File: src/rtl/ofs_prog_pkg.sv
package ofs_prog_pkg;
   typedef enum logic [2:0] {
      ST_INIT,
      ST_SER,
      ST_PAR_Y,
      ST_PAR_X,
      ST_RUN
   } ofs_state_e;

   typedef enum logic [1:0] {
      M_PRESET,
      M_SERIAL,
      M_PAR_FLAT,
      M_PAR_IL
   } ofs_mode_e;
endpackage

File: src/rtl/ofs_sel_decode.sv
module ofs_sel_decode
   import ofs_prog_pkg::*;
#(
   parameter int OFS_W = 14
) (
   input  logic [2:0]       sel,
   output ofs_mode_e        mode,
   output logic [OFS_W-1:0] preset
);
   always_comb begin
      mode   = M_PRESET;
      preset = '0;
      unique case (sel)
         3'b111: preset = OFS_W'(64);
         3'b110: preset = OFS_W'(16);
         3'b101: preset = OFS_W'(8);
         3'b011: preset = OFS_W'(256);
         3'b001: preset = OFS_W'(1024);
         3'b010: mode   = M_SERIAL;
         3'b100: mode   = M_PAR_FLAT;
         default: mode  = M_PAR_IL;
      endcase
   end
endmodule

File: src/rtl/ofs_word_pick.sv
module ofs_word_pick #(
   parameter int DATA_W = 36,
   parameter int OFS_W  = 14
) (
   input  logic [DATA_W-1:0] data,
   input  logic              il,
   output logic [OFS_W-1:0]  val
);
   logic [OFS_W-1:0] flat_v;
   logic [OFS_W-1:0] il_v;

   generate
      if (OFS_W < 9 || DATA_W < OFS_W + 1) begin : g_bad
         $error("ofs_word_pick: DATA_W must exceed OFS_W and OFS_W must be at least 9");
      end
   endgenerate

   assign flat_v = data[OFS_W-1:0];
   assign il_v   = {data[OFS_W:9], data[7:0]};
   assign val    = il ? il_v : flat_v;

   logic unused_data;
   assign unused_data = ^data;
endmodule

File: src/rtl/ofs_serial_shift.sv
module ofs_serial_shift #(
   parameter int OFS_W = 14
) (
   input  logic             clk,
   input  logic             rst_n,
   input  logic             active,
   input  logic             ser_d,
   input  logic             ser_en_n,
   output logic             done,
   output logic [2*OFS_W-1:0] word
);
   localparam int NBITS = 2 * OFS_W;
   localparam int CW    = $clog2(NBITS);
   localparam logic [CW-1:0] LAST = CW'(NBITS - 1);

   logic [NBITS-1:0] sh_q;
   logic [CW-1:0]    cnt_q;
   logic             take;

   assign take = active && !ser_en_n;
   assign word = {sh_q[NBITS-2:0], ser_d};
   assign done = take && (cnt_q == LAST);

   always_ff @(posedge clk or negedge rst_n) begin
      if (!rst_n) begin
         sh_q  <= '0;
         cnt_q <= '0;
      end else if (take) begin
         sh_q  <= word;
         cnt_q <= done ? '0 : cnt_q + 1'b1;
      end
   end
endmodule

File: src/rtl/offset_prog.sv
module offset_prog
   import ofs_prog_pkg::*;
#(
   parameter int DEPTH  = 16384,
   parameter int DATA_W = 36
) (
   input  logic                       clk,
   input  logic                       rst_n,
   input  logic [2:0]                 sel,
   input  logic                       ser_d,
   input  logic                       ser_en_n,
   input  logic                       wr_en,
   input  logic [DATA_W-1:0]          wr_data,
   output logic [$clog2(DEPTH)-1:0]   ofs_x,
   output logic [$clog2(DEPTH)-1:0]   ofs_y,
   output logic                       in_ready,
   output logic                       data_wr,
   output logic                       parity_il
);
   localparam int OFS_W = $clog2(DEPTH);
   localparam logic [OFS_W-1:0] LIM = OFS_W'(DEPTH - 4);

   generate
      if (DEPTH < 2048 || (1 << OFS_W) != DEPTH) begin : g_bad_depth
         $error("offset_prog: DEPTH must be a power of two of at least 2048");
      end
   endgenerate

   function automatic logic [OFS_W-1:0] fit(input logic [OFS_W-1:0] v);
      if (v == '0)  return OFS_W'(1);
      if (v > LIM)  return LIM;
      return v;
   endfunction

   logic [2:0]         sel_q;
   ofs_mode_e          mode;
   logic [OFS_W-1:0]   preset;
   logic [OFS_W-1:0]   picked;
   logic               ser_done;
   logic [2*OFS_W-1:0] ser_word;
   ofs_state_e         st_q;
   logic               st_run;
   logic               st_ser;

   always_ff @(posedge clk) begin
      if (!rst_n) sel_q <= sel;
   end

   ofs_sel_decode #(.OFS_W(OFS_W)) u_dec (
      .sel    (sel_q),
      .mode   (mode),
      .preset (preset)
   );

   ofs_word_pick #(.DATA_W(DATA_W), .OFS_W(OFS_W)) u_pick (
      .data (wr_data),
      .il   (parity_il),
      .val  (picked)
   );

   ofs_serial_shift #(.OFS_W(OFS_W)) u_ser (
      .clk      (clk),
      .rst_n    (rst_n),
      .active   (st_ser),
      .ser_d    (ser_d),
      .ser_en_n (ser_en_n),
      .done     (ser_done),
      .word     (ser_word)
   );

   assign parity_il = (mode == M_PAR_IL);
   assign st_run    = (st_q == ST_RUN);
   assign st_ser    = (st_q == ST_SER);
   assign in_ready  = st_run || (st_q == ST_PAR_Y) || (st_q == ST_PAR_X);
   assign data_wr   = wr_en && st_run;

   always_ff @(posedge clk or negedge rst_n) begin
      if (!rst_n) begin
         st_q  <= ST_INIT;
         ofs_x <= '0;
         ofs_y <= '0;
      end else begin
         unique case (st_q)
            ST_INIT: begin
               unique case (mode)
                  M_PRESET: begin
                     ofs_x <= fit(preset);
                     ofs_y <= fit(preset);
                     st_q  <= ST_RUN;
                  end
                  M_SERIAL: st_q <= ST_SER;
                  default:  st_q <= ST_PAR_Y;
               endcase
            end
            ST_SER: if (ser_done) begin
               ofs_y <= fit(ser_word[2*OFS_W-1:OFS_W]);
               ofs_x <= fit(ser_word[OFS_W-1:0]);
               st_q  <= ST_RUN;
            end
            ST_PAR_Y: if (wr_en) begin
               ofs_y <= fit(picked);
               st_q  <= ST_PAR_X;
            end
            ST_PAR_X: if (wr_en) begin
               ofs_x <= fit(picked);
               st_q  <= ST_RUN;
            end
            default: st_q <= ST_RUN;
         endcase
      end
   end
endmodule

File: config.mk
export PLATFORM = sky130hd
export DESIGN_NAME = offset_prog
export DESIGN_NICKNAME = d
export VERILOG_FILES = /design/src/rtl/ofs_prog_pkg.sv /design/src/rtl/ofs_sel_decode.sv /design/src/rtl/ofs_word_pick.sv /design/src/rtl/ofs_serial_shift.sv /design/src/rtl/offset_prog.sv
export SDC_FILE = /design/constraint.sdc
export NUM_CORES = 1
export LEC_CHECK = 0
export ABC_CLOCK_PERIOD_IN_PS = 3300
export BUFFER_PORTS_ARGS = -buffer_cell sky130_fd_sc_hd__buf_4
export CELL_PAD_IN_SITES_DETAIL_PLACEMENT = 0
export CELL_PAD_IN_SITES_GLOBAL_PLACEMENT = 1
export CORE_ASPECT_RATIO = 0.75
export CORE_MARGIN = 2
export CORE_UTILIZATION = 43
export CTS_BUF_LIST = sky130_fd_sc_hd__clkbuf_4 sky130_fd_sc_hd__clkbuf_8
export CTS_CLUSTER_SIZE = 24
export DETAILED_ROUTE_END_ITERATION = 10
export PLACE_DENSITY = 0.91
export SYNTH_ARGS = -nofsm -noshare
export SYNTH_HDL_FRONTEND = slang
export SYNTH_HIERARCHICAL = 1
export SYNTH_SLANG_ARGS = --single-unit
File: constraint.sdc
create_clock -name clk -period 3.3 [get_ports clk]
set_clock_uncertainty 0.2 [all_clocks]
set_input_delay 0.165 -clock clk [delete_from_list [all_inputs] [get_ports clk]]
set_output_delay 0.165 -clock clk [all_outputs]
set_load 0.005 [all_outputs]
### Word level (Yosys, flattened, before mapping)

Cells that the tools add are included.

* register bits: 66
* output and inout port bits: 31
* word-level logic and storage cells: 113

* $add $sub $neg: 1
* $lt $le $gt $ge: 4
* equality and inequality tests: 18
* multiplexer cells: 66
* reductions and logical operators: 18

Operator list (count)
* two-way mux 14 bit: 24
* one-hot mux 14 bit (3 select lines): 2
* > comparator 14 bit (second input constant): 4
* zero test 14 bit: 4
* one-hot mux 11 bit (5 select lines): 1
* two-way mux 1 bit: 32
* equality test 3 bit (second input constant): 5
* equality test 3 x 2 -> 1 bit (second input constant): 4
* one-hot mux 3 bit (4 select lines): 1
* two-way mux 3 bit: 3
* AND reduction 4 bit: 2
* equality test 3 x 1 -> 1 bit (second input constant): 2
* inequality test 2 bit (second input constant): 3
* one-hot mux 2 bit (3 select lines): 1
* one-hot mux 3 bit (2 select lines): 1
* nonzero test 3 bit: 2
* adder 5 x 1 -> 5 bit (second input constant): 1
* equality test 5 bit (second input constant): 1
* two-way mux 5 bit: 1
* OR reduction 5 bit: 1
* logical AND 1 bit: 3
* zero test 3 bit: 1
* AND reduction 3 bit: 1
* equality test 2 x 1 -> 1 bit (second input constant): 1
* 5 further kinds: 6

### Logic depth before layout (Yosys ltp)

Gate-level depths: netlist of run 1.

* depth after elaboration: 16
* mapped depth: 14

### Hierarchy

The synthesis of run 1 kept the hierarchy.

By module, submodules not included
* offset_prog: instances 1, cells each 228, area each 2134.5 um^2, sequential area each 865.8 um^2
* ofs_serial_shift: instances 1, cells each 141, area each 1301.2 um^2, sequential area each 800.8 um^2
* ofs_word_pick: instances 1, cells each 15, area each 161.4 um^2, sequential area each 0.0 um^2
* ofs_sel_decode: instances 1, cells each 17, area each 125.1 um^2, sequential area each 0.0 um^2

### Worst setup path after synthesis of run 1

OpenSTA, ideal clock, no wires.

* path type: register to register
* start point: register st_q[0]
* end point: register ofs_x[10]
* setup time: 125 ps
* data arrival time: 2581 ps
* path slack: 394 ps
* cell stages (with the launch flop): 14
* buffers on the path: 5
* period minus slack after synthesis: 2906 ps
* cell sequence: dfrtp_1 -> buf_4 -> nand2b_1 -> buf_2 -> nor2_1 -> buf_2 -> nand2b_4 -> buf_2 -> nor2_1 -> mux2i_1 -> mux2_4 -> nor2_8 -> buf_12 -> mux2_2

* word-level cells in the longest chain between the ends: 5
* elaborated cells on any way between the ends: 11
* those cells by class: 5 x eq/ne; 1 x mux; 5 x reduce/logical

RTL lines
* start: declaration: RTL line offset_prog.sv:41 `ofs_state_e st_q;`
* start signal: assignment: RTL line offset_prog.sv:79 `st_q <= ST_INIT;`
* start signal: assignment: RTL line offset_prog.sv:89 `st_q <= ST_RUN;`
* start signal: assignment: RTL line offset_prog.sv:91 `M_SERIAL: st_q <= ST_SER;`
* equality test 3 x 1 -> 1 bit: RTL line offset_prog.sv:73 `assign st_ser = (st_q == ST_SER);`
* named net st_ser: RTL line offset_prog.sv:43 `logic st_ser;`
* logical AND 1 bit: RTL line ofs_serial_shift.sv:20 `assign take = active && !ser_en_n;`
* logical AND 1 bit: RTL line ofs_serial_shift.sv:22 `assign done = take && (cnt_q == LAST);`
* named net ser_done: RTL line offset_prog.sv:39 `logic ser_done;`
* inequality test 2 bit (no source line)
* AND reduction 4 bit (no source line)
* end signal: assignment: RTL line offset_prog.sv:87 `ofs_x <= fit(preset);`
* end signal: assignment: RTL line offset_prog.sv:97 `ofs_x <= fit(ser_word[OFS_W-1:0]);`
* end signal: assignment: RTL line offset_prog.sv:105 `ofs_x <= fit(picked);`
* end: declaration: RTL line offset_prog.sv:14 `output logic [$clog2(DEPTH)-1:0] ofs_x,`

The timed path passes the listed nets, and every way through them passes these cells.
A chain may end at the register's enable or synchronous reset.

### Worst setup path in the final report of run 1

* start point: register sel_q[0]
* end point: register ofs_x[1]

* word-level cells in the longest chain between the ends: 14
* elaborated cells on any way between the ends: 42
* those cells by class: 2 x order compare; 9 x eq/ne; 26 x mux; 5 x reduce/logical

RTL lines
* start: declaration: RTL line offset_prog.sv:35 `logic [2:0] sel_q;`
* start signal: assignment: RTL line offset_prog.sv:46 `if (!rst_n) sel_q <= sel;`
* equality test 3 bit (tied with other cells): RTL line ofs_sel_decode.sv:13 `unique case (sel)`
* OR reduction 5 bit (no source line)
* one-hot mux 2 bit (3 select lines) *: RTL line ofs_sel_decode.sv:13
* named net mode[0]: RTL line offset_prog.sv:36 `ofs_mode_e mode;`
* equality test 2 bit *: RTL line offset_prog.sv:71 `assign parity_il = (mode == M_PAR_IL);`
* two-way mux 14 bit *: RTL line ofs_word_pick.sv:20 `assign val = il ? il_v : flat_v;`
* named net picked[9]: RTL line offset_prog.sv:38 `logic [OFS_W-1:0] picked;`
* > comparator 14 bit: RTL line offset_prog.sv:31 `if (v > LIM) return LIM;`
* two-way mux 1 bit (2 in a row): RTL line offset_prog.sv:31
* two-way mux 1 bit: RTL line offset_prog.sv:104 `ST_PAR_X: if (wr_en) begin`
* two-way mux 1 bit: RTL line offset_prog.sv:83 `unique case (st_q)`
* two-way mux 14 bit: RTL line offset_prog.sv:32 `return v;`
* two-way mux 14 bit *: RTL line offset_prog.sv:31
* two-way mux 14 bit *: RTL line offset_prog.sv:104
* one-hot mux 14 bit (3 select lines) *: RTL line offset_prog.sv:83

Mark *: on every way through the listed nets, which the timed path passes. The rest lies on a longest branch. The select of a mux whose other input is x is not followed.

==> summary.md, run 1 <==
| Metric | Value |
|---|---|
| Clock sink total | 66 |
| Overflow after GRT | 0 |
| Wire per inst | between 15 and 20 um |
| Warnings from Yosys | 6 |
| Mapped Avg Cell Area | 9.28 um2 |
| Post-Route Setup TNS | 0 ns |
| Fin Hold WS | around 0.02 ns |
| Antenna violations before repair | 0 |
| Routed wire length | between 9000 and 10000 um |
| DIE AREA | 9420 um2 |
| Register area share after synthesis | approximately 45% |
| PortBufs | 53 |
| Boundary pin count | 75 |
| Worst-margin pin slew | 0.602 ns |
| WP data required | 3.34 ns |
| Distinct cells, synth | 51 |
| Share of flip-flops with an asynchronous set or reset | a little over nine tenths |
| Max Clk Rate | 336 MHz |
| Relative slew slack | roughly three fifths |
| TritonCTS clock tree | done |
| Vias per cell | ~5.6 |
| Antenna viol nets, final | 0 |
| N_diodes | 0 |
| Die width | roughly 110 um |
| First-pass GRT wire length | roughly 16000 um |
| Vias | 3137 |
| Max-capacitance violation count | 0 |
| CTS resizes | 0 |
| Worst vdd ir | 257 uV |
| Vias in the first global route | 2927 |
| CTS Buffer Depth | 2 |
| Cells on worst reg2reg path | 7 |
| CTS root buf | clkbuf_8 |
| Reg2Reg Setup Slack | 0.32 ns |
| Fin crit period | just under 3 ns |
| # DRC | 0 |
| Number of enable flip-flop cells after synthesis | 3 |
| Mapped Cells | 401 |
| CP arrival | 3.02 ns |
| Pwr Density | 398 nW/um2 |
| # setup viols final | 0 |
| Worst-path fanout max | 7 |
| Initial Util | 44.2% |
| Clock Pin Slew Worst Setup and Hold Paths | 0.08 ns |
| Crit end category | flip-flop |
| DRT Pass-1 Iters | 6 |
| H-tree Lvls | 3 |
| Worst Setup Slack, final | 0.319 ns |
| Status | complete, no violations |
| Half-perimeter wire length after placement | 6970 um |
| Layout Nets | 495 |
| Crit start category | flip-flop |
| Mapped cell area | ~3700 um2 |
| Worst Hold Depth | 3 |
| Unrepaired setup endpoints after global routing | false |
| Gp weighted congestion | 0.883 |
| Largest net degree at the start of global routing | 41 |
| Cts bufs inserted | 9 |
| Setup slack at placement | between 0.3 and 0.4 ns |
| FF+latch count, synth | 66 |
| Fin. Hold Viols | 0 |
| Row Count | 29 |
| Core area | 8420 um2 |
| P&R area growth vs syn | 17.5% |
| HP Class | in2reg |
| Total GRT Usage | 21.3% |
| Share of cells above drive strength 1 | 24.0% |
| Final Cycle Share | 90.3% |
| Pins Over Slew Limit | 0 |
| Setup CP Type | reg2reg |
| Ys flop type | dfrtp_1 |
| Initial drt markers | 386 |
| Static Leak | between 2 and 2.5 nW |
| Clock Latency Late Sink | 0.35 ns |
| Final design utilization | 52.0% |
| Die Height | approximately 85 um |
==> registers in the layout, indices dropped and copies added (netlist names) <==
name,cells
ofs_x,14
sel_q,3
ofs_y,14
u_ser/sh_q,27
st_q,3
u_ser/cnt_q,5
==> per-layer routing <==
metal	global-route usage, %	wire [um]	up-vias
met5	0	0	-
met1	31.2	4600	1487
met4	7.18	163	0
li1	-	-	1495
met2	30.4	4040	133
met3	5.99	743	22
==> per-stage QoR <==
| step | instance area [um2] | total power, mW | std cells |
|---|---|---|---|
| finish | 4380 | 1.74 | 563 |
| global route | 4380 | 1.80 | 563 |
| CTS | 4380 | 1.75 | 563 |
| detailed placement | 4060 | 0.957 | 539 |
| global placement | 4060 | 0.954 | 539 |
| floorplan | 3750 | 0.910 | 409 |
==> layout make-up <==
class	instances	area (um2)
Fill cell	793	4040
Multi-Input combinational cell	301	1790
Sequential cell	66	1670
Timing Repair Buffer	69	538
Clock buffer	12	159
Tap cell	108	135
Clock inverter	4	73.8
Inverter	3	11.3
==> power breakdown <==
| part | total (mW) | switching [mW] | internal, mW | leakage [nW] |
|---|---|---|---|---|
| Sequential | 0.824 | 0.00541 | 0.819 | 0.838 |
| Clock | 0.788 | 0.313 | 0.475 | 0.120 |
| Combinational | 0.128 | 0.0732 | 0.0552 | 1.05 |
==> Yosys cell counts (7+ instances only) <==
cell	n	area [um2]
o21ai_0	16	80.1
mux2i_1	13	130
nor2_1	24	90.1
buf_4	19	143
a22oi_1	12	90.1
mux2_4	9	135
buf_2	9	45.0
dfrtp_1	63	1580
a31oi_1	14	87.6
a21oi_1	7	35.0
nand2_1	114	428
mux2_2	13	146
nor4_1	12	75.1
nand4_1	14	87.6
==> what timing repair did <==
| item | in CTS | in global routing |
|---|---|---|
| hold buffers | 8 | 0 |
| buffers inserted | 0 | 0 |
| endpoints found under the hold margin | 31 | 0 |
==> cells by family after synthesis <==
logic type / after synthesis / synth area share (%)
other: 1 / 0.101
AND/OR/NAND/NOR: 196 / 25.0
AO/OA/AOI/OAI: 60 / 10.8
multiplexers: 35 / 11.1
adder cells (fa/ha/maj): 1 / 0.336
flip-flops: 66 / 44.8
buffers and inverters: 42 / 7.90
==> worst max-delay path, cell delays in order (launching register included) <==
cell and delay [ns]:
edfxtp_1 0.47, nor2_1 0.24, and2_1 0.46, mux2_4 0.28, nand4_1 0.14, o311ai_0 0.59
a31oi_1 0.20, mux2_2 0.29
==> worst paths after layout <==
check / endpoint / startpoint
worst max-delay path: ofs_x[1] / sel_q[0]
worst min-delay path: ofs_y[6] / wr_data[6]
worst max register to register: ofs_x[1] / sel_q[0]
worst min register to register: ofs_x[12] / ofs_x[12]
max in group asynchronous: u_ser/sh_q[12] / rst_n
min in group asynchronous: ofs_x[5] / rst_n
==> cell usage in the layout (no fill, tap or decap), drive strengths merged, types with 2 or more instances in the layout <==
cell type / n
nand2: 114
clkinv: 2
and3b: 3
and3: 2
dfrtp: 63
dlygate4sd3: 8
a221oi: 2
nand3: 5
edfxtp: 3
inv: 3
mux2i: 13
mux2: 22
nand4: 14
nor4: 12
bufinv: 2
clkbuf: 12
or3: 3
nor2b: 3
a22oi: 12
or4: 2
conb: 9
a21oi: 7
o21ai: 17
nor2: 25
buf: 61
nand2b: 3
a31oi: 14
nor3: 4
(Power assumes the default switching activity.)
==> run 2: changes to the inputs <==
HOLD_SLACK_MARGIN = 0.03   (was default)
==> run 2 against run 1 <==
  * Critical path depth is the same
  * Setup slack better by 0.020 ns
  * Hold slack better by 0.017 ns
  * Global-route usage grew 0.078 points
  * Core utilization increased by 0.36 points
  * Cell count is 0.53% higher
  * Sequential power is essentially flat
  * Sequential share of layout area fell by 0.26 points
==> summary.md, run 2 (synthesis results as in run 1) <==
| Metric | Value |
|---|---|
| Status | complete, no violations |
| CP arrival | between 3 and 4 ns |
| Fin crit period | 2.96 ns |
| Largest net degree at the start of global routing | between 40 and 50 |
| Max-capacitance violation count | 0 |
| Total GRT Usage | between 20% and 30% |
| Clock Pin Slew Worst Setup and Hold Paths | 0.08 ns |
| Fin cells | around 570 |
| Max FFs per register | 27 |
| Die width | 111 um |
| Unrepaired setup endpoints after global routing | false |
| Pins Over Slew Limit | 0 |
| Worst-margin pin slew | a little over 0.6 ns |
| CTS Buffer Depth | 2 |
| Reg2reg end | ofs_x[1] |
| Pwr Density | 397 nW/um2 |
| Commonest non-fill, non-tap cell in the layout | nand2_1 |
| Cells on worst reg2reg path | 7 |
| Commonest cells after routing, fill and taps aside | nand2_1 (114), dfrtp_1 (63), buf_4 (61) |
| Post-CTS Setup Repair Bufs | 0 |
| Critical-path cell list | nor2_1, and2_1, mux2_4, nand4_1, o311ai_0, a31oi_1, mux2_2 |
| Hold worst-path end | ofs_y[3] |
| Crit start category | flip-flop |
| Worst vdd ir | roughly 260 uV |
| Vias in the first global route | between 2000 and 3000 |
| # DRC | 0 |
| Final design utilization | 52.3% |
| Worst Hold Depth | 3 |
| PortBufs | 53 |
| HP Class | in2reg |
| # setup viols final | 0 |
| Overflow after GRT | 0 |
| N_diodes | 0 |
| Setup CP Type | reg2reg |
| R2R Path Start | sel_q[1] |
| Die Height | 84.6 um |
| Layout Nets | ~500 |
| H-tree Lvls | 3 |
| Row Count | 29 |
| Wire per inst | about 17 um |
| CP Launch Point | sel_q[1] |
| Crit path largest cell delay | approximately 0.59 ns |
| WP data required | 3.34 ns |
| Regs by FF count | u_ser/sh_q x27, ofs_x x14, ofs_y x14 |
| Vias per cell | roughly 5.5 |
| Initial Util | 44.2% |
| Cts bufs inserted | 9 |
| Hold Crit Start | wr_data[3] |
| Largest register by flop count | u_ser/sh_q |
| CP top delay family | simple AND/OR/NAND/NOR gates |
| Core area | around 8400 um2 |
| Antenna viol nets, final | 0 |
| Clock Latency Late Sink | ~0.35 ns |
| Share of cells above drive strength 1 | between 20% and 30% |
| Clock sink total | 66 |
| Gp weighted congestion | 0.883 |
| Post-Route Setup TNS | 0 ns |
| Crit end category | flip-flop |
| CP max-delay cell | o311ai_0 |
| Max Clk Rate | 338 MHz |
| Relative slew slack | between 50 and 60% |
| Buf/Inv on CP | 0 |
| Final Cycle Share | between 80% and 90% |
| Reg2Reg Setup Slack | approximately 0.34 ns |
| Worst-path fanout max | 7 |
| TritonCTS clock tree | done |
| First-pass GRT wire length | between 15000 and 20000 um |
| Vias | 3140 |
| Routed wire length | approximately 9600 um |
| DIE AREA | 9420 um2 |
| Static Leak | between 2 and 2.5 nW |
| Half-perimeter wire length after placement | around 7000 um |
| Placed cells | about 540 |
| Boundary pin count | 75 |
| CTS root buf | clkbuf_8 |
| Fin. Hold Viols | 0 |
| CTS resizes | 0 |
| Initial drt markers | 367 |
| P&R area growth vs syn | 18.4% |
| Antenna violations before repair | 0 |
| DRT Pass-1 Iters | 6 |
==> run 2: changes by cell type in the layout (fill, tap and decap cells not counted) <==
cell / change
dlygate4sd3_1: +3
==> run 2: worst register-to-register path, delay by kind of cell (launching register included) <==
kind	cells	cell delay [ns]
simple gates	3	0.81
flops	1	0.47
compound gates	2	0.79
mux	2	0.57
==> run 2: area by class of cell <==
class | count | area (um2)
clock buffers | 12 | 159
fillers | 792 | 4010
clock inverters | 4 | 73.8
multi-input cells | 301 | 1790
well taps | 108 | 135
repair buffers | 72 | 568
inverters | 3 | 11.3
flip-flops and latches | 66 | 1670
==> run 2: what timing repair did <==
action	4_1_cts	5_1_grt
hold buffers	11	0
endpoints found under the hold margin	66	0
endpoints found under the setup margin	0	0
==> run 2: how the worst max path moves through the flow <==
stage	end	slack, ns	cells past startpoint
after floorplan	ofs_x[10]	0.39	13
after global placement	ofs_x[1]	0.45	7
after detailed placement	ofs_x[1]	0.38	7
after CTS	ofs_x[6]	0.36	8
after global routing	ofs_x[6]	0.13	8
final	ofs_x[1]	0.34	7
==> run 2: through the flow <==
step,instance area [um2],total power [mW],setup slack [ns],hold slack (ns)
2_1_floorplan,3750,0.910,0.394,-0.331
3_3_place_gp,4060,0.954,0.453,-0.108
3_5_place_dp,4060,0.957,0.384,-0.104
4_1_cts,4410,1.75,0.360,0.0359
5_1_grt,4410,1.80,0.132,0.0547
6_report,4410,1.75,0.339,0.0379
==> run 2: routing by layer <==
layer	part of all wire (%)	global-route usage (%)
met1	48	31.2
met2	42	30.7
met3	8.5	5.99
met4	1.6	7.18
met5	0	0
==> run 2: where the power goes <==
part	internal, mW	switching, mW	total, mW
sequential	0.819	0.00531	0.824
clock	0.475	0.318	0.793
combinational	0.0575	0.0736	0.131
==> run 3: changes to the inputs <==
BUFFER_PORTS_ARGS = default   (was -buffer_cell sky130_fd_sc_hd__buf_4)
CORE_UTILIZATION = 45   (was 43)
DONT_BUFFER_PORTS = 1   (was default)
PLACE_DENSITY = 0.84   (was 0.91)
==> run 3 against run 2 <==
  * Via count down 5.4%
  * Sequential power about the same
  * Global-route usage up 2.0 points
  * Fmax up 0.35%
  * Design area down 8.6%
  * Critical path type unchanged
  * Largest power group unchanged
==> summary.md, run 3 (synthesis results as in run 1) <==
| Metric | Value |
|---|---|
| Core area | 7950 um2 |
| Clock sink total | 66 |
| Vias per cell | 5.78 |
| Routed wire length | 9760 um |
| CTS Buffer Depth | 2 |
| Fin. Hold Viols | 0 |
| Largest net degree at the start of global routing | 65 |
| Largest register by flop count | u_ser/sh_q |
| Setup slack at placement | 0.365 ns |
| PortBufs | 0 |
| Boundary pin count | 75 |
| Share of cells above drive strength 1 | ~13% |
| Max FFs per register | 27 |
| Pwr Density | 390 nW/um2 |
| Worst-margin pin slew | ~0.58 ns |
| Crit start category | flip-flop |
| N_diodes | 0 |
| Unrepaired setup endpoints after global routing | false |
| Top sig layer | met4 |
| # setup viols final | 0 |
| Worst Setup Slack, final | roughly 0.35 ns |
| Status | complete, no violations |
| Commonest cells after routing, fill and taps aside | nand2_1 (114), dfrtp_1 (63), nor2_1 (24) |
| DRT Pass-1 Iters | 5 |
| Relative slew slack | 61.2% |
| Antenna violations before repair | 0 |
| H-tree Lvls | 3 |
| Cts bufs inserted | 9 |
| Fin crit period | a little under 3 ns |
| Fill cells | 753 |
| Worst vdd ir | 260 uV |
| Regs by FF count | u_ser/sh_q x27, ofs_x x14, ofs_y x14 |
| Final Cycle Share | 89.4% |
| Antenna viol nets, final | 0 |
| TritonCTS clock tree | done |
| HP Class | in2reg |
| Total GRT Usage | 23.3% |
| Commonest non-fill, non-tap cell in the layout | nand2_1 |
| Overflow after GRT | 0 |
| Pins Over Slew Limit | 0 |
| Row Count | 28 |
| Max-capacitance violation count | 0 |
| P&R area growth vs syn | 8.17% |
| Met1 Routed Length | approximately 4200 um |
| Routed wl met3 | just over 1000 um |
| Setup CP Type | reg2reg |
| Post-Route Setup TNS | 0 ns |
| Die Height | 82.8 um |
| Static Leak | 1.77 nW |
| Max Clk Rate | 339 MHz |
| Crit end category | flip-flop |
| WP data required | 3.33 ns |
| Die width | 109 um |
| Clock Pin Slew Worst Setup and Hold Paths | 0.07 ns |
| First-pass GRT wire length | 15200 um |
| Vias in the first global route | about 2600 |
| Gp weighted congestion | 0.871 |
| Final design utilization | 50.6% |
| Worst-path fanout max | 32 |
| CP arrival | 2.98 ns |
| CTS root buf | clkbuf_8 |
| # DRC | 0 |
| DIE AREA | 9020 um2 |
| Clock Latency Late Sink | 0.35 ns |
| Half-perimeter wire length after placement | 6880 um |
| Fin Hold WS | ~0.053 ns |
| Initial drt markers | 406 |
| Post-CTS Setup Repair Bufs | 0 |
| Routed wl met2 | 4380 um |
| Initial Util | 46.8% |
| Vias | approximately 3000 |
| Layout Nets | 450 |
| Wire per inst | 19.0 um |
[run 3: changes by cell type in the layout (fill, tap and decap cells not counted)]
cell / delta
dlygate4sd3_1: +5
bufinv_16: -2
buf_16: +1
buf_4: -54
clkinv_4: -1
clkinvlp_4: +1
clkbuf_8: +1
[run 3: timing repair]
action                                 CTS  global route
endpoints found under the hold margin   82             0
hold buffers                            17             0
gates resized for setup                  0             0
[run 3: final cells by class]
type / count / area (um2) / area share (%)
multi-input cells: 301 / 1790 / 44.5
clock inverters: 2 / 12.5 / 0.311
repair buffers: 24 / 240 / 5.97
well taps: 105 / 131 / 3.26
flip-flops and latches: 66 / 1670 / 41.4
clock buffers: 13 / 173 / 4.29
inverters: 3 / 11.3 / 0.280
[run 3: final timing paths]
path / startpoint / endpoint / slack (ns) / depth (start not counted)
max in group asynchronous: rst_n / u_ser/sh_q[0] / 2.43 / 2
worst min register to register: u_ser/cnt_q[1] / u_ser/cnt_q[1] / 0.31 / 2
min in group asynchronous: rst_n / ofs_x[0] / 0.21 / 2
worst max-delay path: st_q[0] / ofs_x[11] / 0.35 / 8
worst max register to register: st_q[0] / ofs_x[11] / 0.35 / 8
worst min-delay path: wr_data[5] / ofs_x[5] / 0.05 / 3
[run 3: metrics by stage]
stage | instance area (um2) | total power, mW | instances
2_1_floorplan | 3750 | 0.910 | 409
3_3_place_gp | 3650 | 0.906 | 482
3_5_place_dp | 3650 | 0.908 | 482
4_1_cts | 4030 | 1.59 | 514
5_1_grt | 4030 | 1.64 | 514
6_report | 4030 | 1.57 | 514
[run 3: worst max-delay path, stage by stage, from the launching register on]
cell and delay (ns):
dfrtp_1 0.57, nand2b_1 0.13, nor2_1 0.27, nand2b_4 0.27, nor2_1 0.29, mux2i_1 0.15, mux2_4 0.32, nor2_8 0.23
mux2_2 0.38
[run 3: routing by layer]
layer / GRT usage [%] / vias to the layer above
met3: 9.50 / 16
met1: 31.9 / 1422
met2: 34.0 / 129
met4: 6.67 / 0
met5: 0 / -
li1: - / 1403
[run 3: power by group]
| group | switching, mW | internal, mW |
|---|---|---|
| clock | 0.298 | 0.337 |
| combinational | 0.0659 | 0.0450 |
| sequential | 0.00566 | 0.819 |
| total | 0.369 | 1.20 |
